<file path="config.mk">
export PLATFORM = sky130hd
export DESIGN_NAME = tdm_vfifo
export DESIGN_NICKNAME = d
export VERILOG_FILES = /design/src/rtl/tdm_vfifo_pkg.sv /design/src/rtl/tdm_vfifo_ptr_ram.sv /design/src/rtl/tdm_vfifo_data_ram.sv /design/src/rtl/tdm_vfifo_sweep.sv /design/src/rtl/tdm_vfifo.sv
export SDC_FILE = /design/constraint.sdc
export NUM_CORES = 2
export LEC_CHECK = 0
export CORE_ASPECT_RATIO = 0.8
export CORE_MARGIN = 2
export CORE_UTILIZATION = 25
export CTS_CLUSTER_SIZE = 30
export DETAILED_ROUTE_END_ITERATION = 8
export DONT_BUFFER_PORTS = 1
export SLEW_MARGIN = 25
export SYNTH_ARGS = -nofsm -noshare
export SYNTH_HDL_FRONTEND = slang
export SYNTH_SLANG_ARGS = --single-unit
</file>
<file path="constraint.sdc">
create_clock -name clk -period 4.1 [get_ports clk]
set_clock_uncertainty 0.05 [all_clocks]
set_input_delay 0.41 -clock clk [delete_from_list [all_inputs] [get_ports clk]]
set_output_delay 0.41 -clock clk [all_outputs]
set_load 0.01 [all_outputs]
</file>
<file path="src/rtl/tdm_vfifo_pkg.sv">
package tdm_vfifo_pkg;
   typedef enum logic {
      SWEEP_RUN  = 1'b0,
      SWEEP_DONE = 1'b1
   } sweep_state_e;
endpackage

</file>
<file path="src/rtl/tdm_vfifo_ptr_ram.sv">
module tdm_vfifo_ptr_ram #(
   parameter int ENTRIES = 8,
   parameter int WIDTH   = 5
) (
   input  logic                       clk,
   input  logic                       we,
   input  logic [$clog2(ENTRIES)-1:0] waddr,
   input  logic [WIDTH-1:0]           wdata,
   input  logic [$clog2(ENTRIES)-1:0] raddr_a,
   output logic [WIDTH-1:0]           rdata_a,
   input  logic [$clog2(ENTRIES)-1:0] raddr_b,
   output logic [WIDTH-1:0]           rdata_b
);
   logic [WIDTH-1:0] mem [ENTRIES];

   always_ff @(posedge clk) begin
      if (we) mem[waddr] <= wdata;
   end

   assign rdata_a = mem[raddr_a];
   assign rdata_b = mem[raddr_b];
endmodule

</file>
<file path="src/rtl/tdm_vfifo_data_ram.sv">
module tdm_vfifo_data_ram #(
   parameter int WORDS = 128,
   parameter int WIDTH = 8
) (
   input  logic                     clk,
   input  logic                     we,
   input  logic [$clog2(WORDS)-1:0] waddr,
   input  logic [WIDTH-1:0]         wdata,
   input  logic [$clog2(WORDS)-1:0] raddr,
   output logic [WIDTH-1:0]         rdata
);
   logic [WIDTH-1:0] mem [WORDS];

   always_ff @(posedge clk) begin
      if (we) mem[waddr] <= wdata;
   end

   assign rdata = mem[raddr];
endmodule

</file>
<file path="src/rtl/tdm_vfifo_sweep.sv">
module tdm_vfifo_sweep
   import tdm_vfifo_pkg::*;
#(
   parameter int NUM_CH = 8
) (
   input  logic                      clk,
   input  logic                      rst,
   output logic                      busy,
   output logic [$clog2(NUM_CH)-1:0] sweep_ch,
   output logic                      ready
);
   localparam int CH_W = $clog2(NUM_CH);
   localparam logic [CH_W-1:0] LAST_CH = CH_W'(NUM_CH - 1);
   localparam logic [CH_W-1:0] ONE_CH  = CH_W'(1);

   sweep_state_e state;

   always_ff @(posedge clk) begin
      if (rst) begin
         state    <= SWEEP_RUN;
         sweep_ch <= '0;
      end else if (state == SWEEP_RUN) begin
         sweep_ch <= sweep_ch + ONE_CH;
         if (sweep_ch == LAST_CH) state <= SWEEP_DONE;
      end
   end

   assign ready = (state == SWEEP_DONE);
   assign busy  = !ready;


   ready_hold_chk: assert property (@(posedge clk) disable iff (rst)
      ready |=> ready);
endmodule

</file>
<file path="src/rtl/tdm_vfifo.sv">
module tdm_vfifo #(
   parameter int NUM_CH     = 8,
   parameter int DEPTH_LOG2 = 4,
   parameter int DATA_W     = 8
) (
   input  logic                      clk,
   input  logic                      rst,
   output logic                      ready,
   input  logic [DEPTH_LOG2:0]       af_level,
   input  logic                      wr_valid,
   input  logic [$clog2(NUM_CH)-1:0] wr_ch,
   input  logic [DATA_W-1:0]         wr_data,
   output logic                      wr_full,
   output logic                      wr_afull,
   output logic [NUM_CH-1:0]         overflow,
   input  logic                      rd_req,
   input  logic [$clog2(NUM_CH)-1:0] rd_ch,
   output logic                      rd_empty,
   output logic                      rd_valid,
   output logic [DATA_W-1:0]         rd_data
);
   localparam int CH_W  = $clog2(NUM_CH);
   localparam int DEPTH = 1 << DEPTH_LOG2;
   localparam int PTR_W = DEPTH_LOG2 + 1;
   localparam int WORDS = NUM_CH * DEPTH;
   localparam logic [PTR_W-1:0] WRAP_BIT = PTR_W'(DEPTH);
   localparam logic [PTR_W-1:0] PTR_ONE  = PTR_W'(1);

   if (NUM_CH < 2 || NUM_CH > 32 || (1 << CH_W) != NUM_CH) begin : g_bad_ch
      $error("tdm_vfifo: NUM_CH must be a power of two from 2 to 32");
   end
   if (DEPTH_LOG2 < 1 || DEPTH_LOG2 > 8) begin : g_bad_depth
      $error("tdm_vfifo: DEPTH_LOG2 must be 1..8");
   end
   if (DATA_W < 1) begin : g_bad_width
      $error("tdm_vfifo: DATA_W must be positive");
   end

   logic             busy;
   logic [CH_W-1:0]  sweep_ch;
   logic [PTR_W-1:0] wp_at_w, wp_at_r, rp_at_w, rp_at_r;
   logic [PTR_W-1:0] used_w, free_w;
   logic             wr_take, rd_take;
   logic [DATA_W-1:0] head_word;

   tdm_vfifo_sweep #(.NUM_CH(NUM_CH)) u_sweep (
      .clk(clk), .rst(rst), .busy(busy), .sweep_ch(sweep_ch), .ready(ready)
   );

   // tail pointers: written only by the write engine (or the sweep)
   tdm_vfifo_ptr_ram #(.ENTRIES(NUM_CH), .WIDTH(PTR_W)) u_wptr (
      .clk(clk),
      .we(busy | wr_take),
      .waddr(busy ? sweep_ch : wr_ch),
      .wdata(busy ? '0 : wp_at_w + PTR_ONE),
      .raddr_a(wr_ch), .rdata_a(wp_at_w),
      .raddr_b(rd_ch), .rdata_b(wp_at_r)
   );

   // head pointers: written only by the read engine (or the sweep)
   tdm_vfifo_ptr_ram #(.ENTRIES(NUM_CH), .WIDTH(PTR_W)) u_rptr (
      .clk(clk),
      .we(busy | rd_take),
      .waddr(busy ? sweep_ch : rd_ch),
      .wdata(busy ? '0 : rp_at_r + PTR_ONE),
      .raddr_a(wr_ch), .rdata_a(rp_at_w),
      .raddr_b(rd_ch), .rdata_b(rp_at_r)
   );

   tdm_vfifo_data_ram #(.WORDS(WORDS), .WIDTH(DATA_W)) u_data (
      .clk(clk),
      .we(wr_take),
      .waddr({wr_ch, wp_at_w[DEPTH_LOG2-1:0]}),
      .wdata(wr_data),
      .raddr({rd_ch, rp_at_r[DEPTH_LOG2-1:0]}),
      .rdata(head_word)
   );

   assign used_w   = wp_at_w - rp_at_w;
   assign free_w   = WRAP_BIT - used_w;
   assign wr_full  = ready && (wp_at_w == (rp_at_w ^ WRAP_BIT));
   assign wr_afull = ready && (free_w <= af_level);
   assign rd_empty = !ready || (wp_at_r == rp_at_r);
   assign wr_take  = ready && wr_valid && !wr_full;
   assign rd_take  = ready && rd_req && !rd_empty;

   always_ff @(posedge clk) begin
      if (rst) begin
         rd_valid <= 1'b0;
         rd_data  <= '0;
      end else begin
         rd_valid <= rd_take;
         if (rd_take) rd_data <= head_word;
      end
   end

   for (genvar c = 0; c < NUM_CH; c++) begin : g_ovf
      logic hit;
      assign hit = ready && wr_valid && wr_full && (wr_ch == CH_W'(c));
      always_ff @(posedge clk) begin
         if (rst) overflow[c] <= 1'b0;
         else if (hit) overflow[c] <= 1'b1;
      end


      ovf_sticky_chk: assert property (@(posedge clk) disable iff (rst)
         overflow[c] |=> overflow[c]);
   end


   idle_no_read_chk: assert property (@(posedge clk) disable iff (rst)
      !ready |=> !rd_valid);


   full_implies_afull_chk: assert property (@(posedge clk) disable iff (rst)
      wr_full |-> wr_afull);


   full_empty_excl_chk: assert property (@(posedge clk) disable iff (rst)
      (ready && wr_ch == rd_ch) |-> !(wr_full && rd_empty));


   drop_marks_chk: assert property (@(posedge clk) disable iff (rst)
      (ready && wr_valid && wr_full) |=> (overflow != '0));
endmodule

</file>
[Yosys cells after proc, flatten, opt, wreduce, memory -nomap -nowiden]
Memory sizes are Yosys's and may differ from the RTL's. A register that Yosys moved wholly into a read port is not among the register bits.
Cells that the tools add are included.
Operators by class
  add/sub/neg operators: 5
  magnitude comparators: 1
  equal/unequal tests: 10
  multiplexer cells: 12
  bitwise logic cells: 3
  reduce and logical (&&, ||, !) cells: 20
Operators by type and width (count)
  equality test 3 bit (second input constant): 5
  logical AND 1 bit: 15
  adder 5 x 1 -> 5 bit (second input constant): 2
  equality test 5 bit: 2
  2-to-1 mux 5 bit: 2
  2-to-1 mux 1 bit: 8
  equality test 3 x 2 -> 1 bit (second input constant): 2
  2-to-1 mux 3 bit: 2
  <= comparator 5 bit: 1
  subtractor 5 bit: 1
  subtractor 5 bit (first input constant): 1
  adder 3 x 1 -> 3 bit (second input constant): 1
  equality test 3 x 1 -> 1 bit (second input constant): 1
  zero test 1 bit: 3
  zero test 3 bit: 1
  OR 1 bit: 2
  logical OR 1 bit: 1
  NOT 1 bit: 1
Word-level totals
  bits in registers: 13
  RAM bits: 1104
  bits of input ports: 23
  output and inout port bits: 21
  logic and storage cells: 65
  memories kept: 3
Memories
  u_data.mem: words 128, width 8, read ports 1, clocked after memory_dff 1, wr ports 1, RTL line tdm_vfifo_data_ram.sv:12  | logic [WIDTH-1:0] mem [WORDS];
  u_rptr.mem: words 8, width 5, read ports 2, clocked after memory_dff 0, wr ports 1, RTL line tdm_vfifo_ptr_ram.sv:14  | logic [WIDTH-1:0] mem [ENTRIES];
  u_wptr.mem: words 8, width 5, read ports 2, clocked after memory_dff 0, wr ports 1, RTL line tdm_vfifo_ptr_ram.sv:14

[Longest topological paths before layout]
An unclocked memory read counts as a cell.
  depth after elaboration: 9
  depth in mapped cells: 16

[Cells and area by module]
A second synthesis with hierarchy kept.
Unflattened totals
  cells, all modules: 1968
  area, all modules: 44726.6 um^2
By module, submodules not included
  tdm_vfifo_data_ram: instances 1, cells an instance 1627, area an instance 39505.4 um^2
  tdm_vfifo_ptr_ram: instances 2, cells an instance 87, area an instance 1928.1 um^2
  tdm_vfifo: instances 1, cells an instance 151, area an instance 1197.4 um^2
  tdm_vfifo_sweep: instances 1, cells an instance 16, area an instance 167.7 um^2

[Worst setup path after synthesis]
No wires, ideal clock.
  path kind: input to output
  from: input wr_ch[0]
  to: output wr_afull
  arrival: 4.086 ns
  data required time: 3.640 ns
  setup slack: -0.446 ns
  stages: 15
  buffers on the path: 3
  cells stage by stage: buf_2 -> buf_2 -> buf_1 -> mux4_2 -> mux2_2 -> ha_1 -> ha_1 -> fa_1 -> ha_1 -> o21a_1 -> o21ai_0 -> nand2b_1 -> a21oi_1 -> a31oi_1 -> nor2_1
Between the ends
  cells in the longest elaborated chain, start to end: 5
  elaborated cells between the ends (all ways): 6
RTL lines
  start, declared: RTL line tdm_vfifo.sv:11  | input logic [$clog2(NUM_CH)-1:0] wr_ch,
  memory (8 x 5 bit)
  subtractor 5 bit *: RTL line tdm_vfifo.sv:79  | assign used_w = wp_at_w - rp_at_w;
  subtractor 5 bit *: RTL line tdm_vfifo.sv:80  | assign free_w = WRAP_BIT - used_w;
  <= comparator 5 bit *: RTL line tdm_vfifo.sv:82  | assign wr_afull = ready && (free_w <= af_level);
  logical AND 1 bit *: RTL line tdm_vfifo.sv:82
  end, declared: RTL line tdm_vfifo.sv:14  | output logic wr_afull,
Mark *: on every way between the ends. The rest lies on a longest branch, timed or not.

==> qor.txt <==
Netlist cell types = 50
Max VDD drop = 364 uV
Pwr Density = 483 nW/um2
Mapped Area = 45600 um2
Die ar. = 186000 um2
WL met3 = 9270 um
Slew Limit Headroom = 26.5%
RSZ-0062 raised after global routing = true
Non-filler cells, final = 5556
Post-route ant nets = 0
Tcrit/Tclk final = 101%
DRT Pass-1 Iters = 7
Fillers = 17800
Async S/R FF share, synth = 0%
Switching power = 0.00610 W
Initial antenna violation count = 1
Worst-Skew Late Latency = 730 ps
Port Buffer Count = 0
Worst hold start = wr_valid
# setup viols final = 1
Final Util = 29.2%
Sequential share of power = 49.4%
Post-synth net total = 3040
Final Worst Setup Slack = -50.3 ps
Number of synthesized register bits = 1125
Main synth FF type = edfxtp_1
Ports = 44
Crit. End Element = primary output
DR vias = 26200
Ranking of synthesized cells by area = edfxtp_1, mux2i_1, nand2_1
Sw frac = 23.8%
GRT Resource Usage Total = 12.5%
Vias in the first global route = 25600
Crit Path Category = reg2out
WL met1 = 51300 um
Routed wire per std cell = 21.3 um
Power share of the combinational group = 9.9%
First-pass GRT wire length = 174000 um
Warnings, synthesis = 0
Cells after DPL = 5315
Die Wd = 482 um
Min Tclk post-route = 4150 ps
Root Buffer = clkbuf_16
Worst Hold Path EP = overflow[3]$_SDFFE_PP0P_
Area Growth Syn to Fin = 16.4%
Synth area leader = edfxtp_1
Max FO, Critical Path = 2
Worst R2R End = rd_data[2]$_SDFFE_PP0P_
Worst reg2reg path depth = 11
DRC Markers = 0
Initial Util = 25.1%
Post-synth EDFFs = 1104
Placer Congestion = 0.797
Vias per cell = 4.72
Number of buffers created by CTS = 112
Longest Clk Path Bufs = 3
Syn avg cell area = 15.2 um2
Nets = 3082
R2r setup slk = 150 ps
Total Wirelength = 119000 um
Power share of the clock group = 40.7%
Hold Crit Depth = 4
FMAX = 241 MHz
Final Hold Violating Endpoints = 0
Max Cap Viol = 0
Gate Count Post-Synth = 3000
DR iter-0 viols = 2918
Sequential-to-total area share from yosys stat = 73.6%
Clk slew on worst S/H paths = 60 ps
Top-area cell type share of the netlist area = 72.7%
Failing checks = negative setup slack
Die Y = 386 um
DP HPWL = 68000 um
Worst EP arrival = 3690 ps
CTS tree = done
Max-slew violation count = 0
Grt total ovfl = 0
Pin count of the biggest net entering global routing = 129
R2R Path Start = u_rptr.mem[1][0]$_DFFE_PP_
Internal = 0.0196 W
Status = complete, but fails checks
Lkg Pwr = 17.2 nW
Placeable Area = 182000 um2
Met2 wire length = 54100 um
Critical path required time = 3640 ps
Max Used Layer = met4
# rows = 140
Slew @ Worst Pin = 1100 ps
CP Launch Type = flip-flop
Hold Crit Class = in2reg
Layout cells sized above 1 = 13.0%
H-tree Lvls = 3
Clk sinks = 1125
-- metrics by stage --
stage	cell area, um2	total power, W	hold slack [ps]	setup slack, ps	setup TNS (ps)
final	53100	0.0257	71.5	-50.3	-50.3
after global routing	53100	0.0265	75.7	-194	-194
after CTS	53000	0.0258	14.9	-140	-140
after detailed placement	48800	0.0152	438	231	0
after global placement	48800	0.0152	435	197	0
after floorplan	45600	0.0145	432	25.4	0
-- power by group through the flow --
stage	registers [W]	logic [W]	clock network (W)
2_1_floorplan	0.0129	0.00155	0
3_3_place_gp	0.0129	0.00225	0
3_5_place_dp	0.0129	0.00225	0
4_1_cts	0.0127	0.00252	0.0106
5_1_grt	0.0127	0.00274	0.0110
6_report	0.0127	0.00255	0.0104
-- cell usage in the layout, fill, tap and decap left out, drive strengths merged, types with 3 or more instances in the layout --
cell / n
mux2i: 226
a31oi: 23
mux2: 5
a21oi: 152
nor3: 20
nand3: 178
clkinvlp: 4
nor3b: 3
dfxtp: 21
inv: 17
nor4: 40
xnor2: 6
a311o: 16
ha: 16
o22ai: 8
edfxtp: 1104
xor2: 9
nor2b: 8
a2111oi: 16
bufinv: 12
buf: 114
dlygate4sd3: 5
a311oi: 24
nand4: 3
nand3b: 4
nor2: 186
a22o: 8
and2: 4
nand2b: 4
mux4: 82
or3: 3
o221ai: 88
and3: 19
clkbuf: 136
nand2: 504
clkinv: 58
-- critical path: stages (launching register included) --
cell and delay [ps]:
edfxtp_1 380, mux4_2 470, mux2_4 300, ha_4 230
ha_4 160, fa_1 590, ha_4 220, o21a_1 100
o21ai_1 120, nand2b_1 80, a21oi_2 130, a31oi_1 60
nor2_2 140
-- registers in the layout (all words and copies together) (netlist names) --
name              cells
rd_valid              1
rd_data               8
u_wptr.mem           40
u_data.mem         1024
overflow              8
u_sweep.sweep_ch      3
u_rptr.mem           40
u_sweep.ready         1
-- layout make-up --
type,instances,area (um2),share of cell area [%]
tap,2414,3020,5.69
inverter,14,62.6,0.118
timing repair buffer,119,1370,2.57
antenna,1,2.50,0.00471
sequential,1125,33600,63.2
clock buffer,136,3030,5.70
multi-input combinational,1670,11300,21.3
clock inverter,77,736,1.39
-- worst max path at each step --
stage	slack (ps)	from	endpoint
3_3_place_gp	200	rd_ch[2]	rd_data[2]$_SDFFE_PP0P_
5_1_grt	-190	u_rptr.mem[3][1]$_DFFE_PP_	wr_afull
6_report	-50	u_rptr.mem[3][1]$_DFFE_PP_	wr_afull
3_5_place_dp	230	rd_ch[2]	rd_data[3]$_SDFFE_PP0P_
2_1_floorplan	30	wr_ch[0]	wr_afull
4_1_cts	-140	u_rptr.mem[3][1]$_DFFE_PP_	wr_afull
-- layer usage --
metal  track usage (%)  up-vias
met2              19.4     1041
li1                  -    11700
met1              17.2    13300
met4              4.39        0
met5                 0        -
met3              2.77      173
-- cell usage after synthesis, types with 9 or more instances --
cell	count
a311o_1	16
and3_1	19
nor3_1	20
nand3_1	178
nor4_1	40
edfxtp_1	1104
a21oi_1	152
buf_2	74
clkbuf_1	79
nand2_1	504
mux2i_1	224
xor2_1	9
buf_1	26
a31oi_1	23
nor2_1	186
mux4_2	82
dfxtp_1	21
a2111oi_0	10
a311oi_1	24
ha_1	16
inv_1	11
o221ai_1	88
-- cells by family after synthesis --
kind of cell	count (synthesis)	synth area share [%]
flip-flops	1125	73.6
AND/OR/NAND/NOR	979	9.13
multiplexers	313	9.17
adder cells (fa/ha/maj)	17	0.483
AO/OA/AOI/OAI	346	5.31
XOR/XNOR	15	0.288
buffers and inverters	205	2.02
-- what timing repair did --
action,4_1_cts,5_1_grt
gates resized for setup,18,5
hold buffers,13,0
endpoints found under the hold margin,1045,0
endpoints found under the setup margin,1,1
gates cloned,0,0
pin swaps,11,11
setup buffers,8,6
Note: power is estimated with default switching activity, not from simulation.
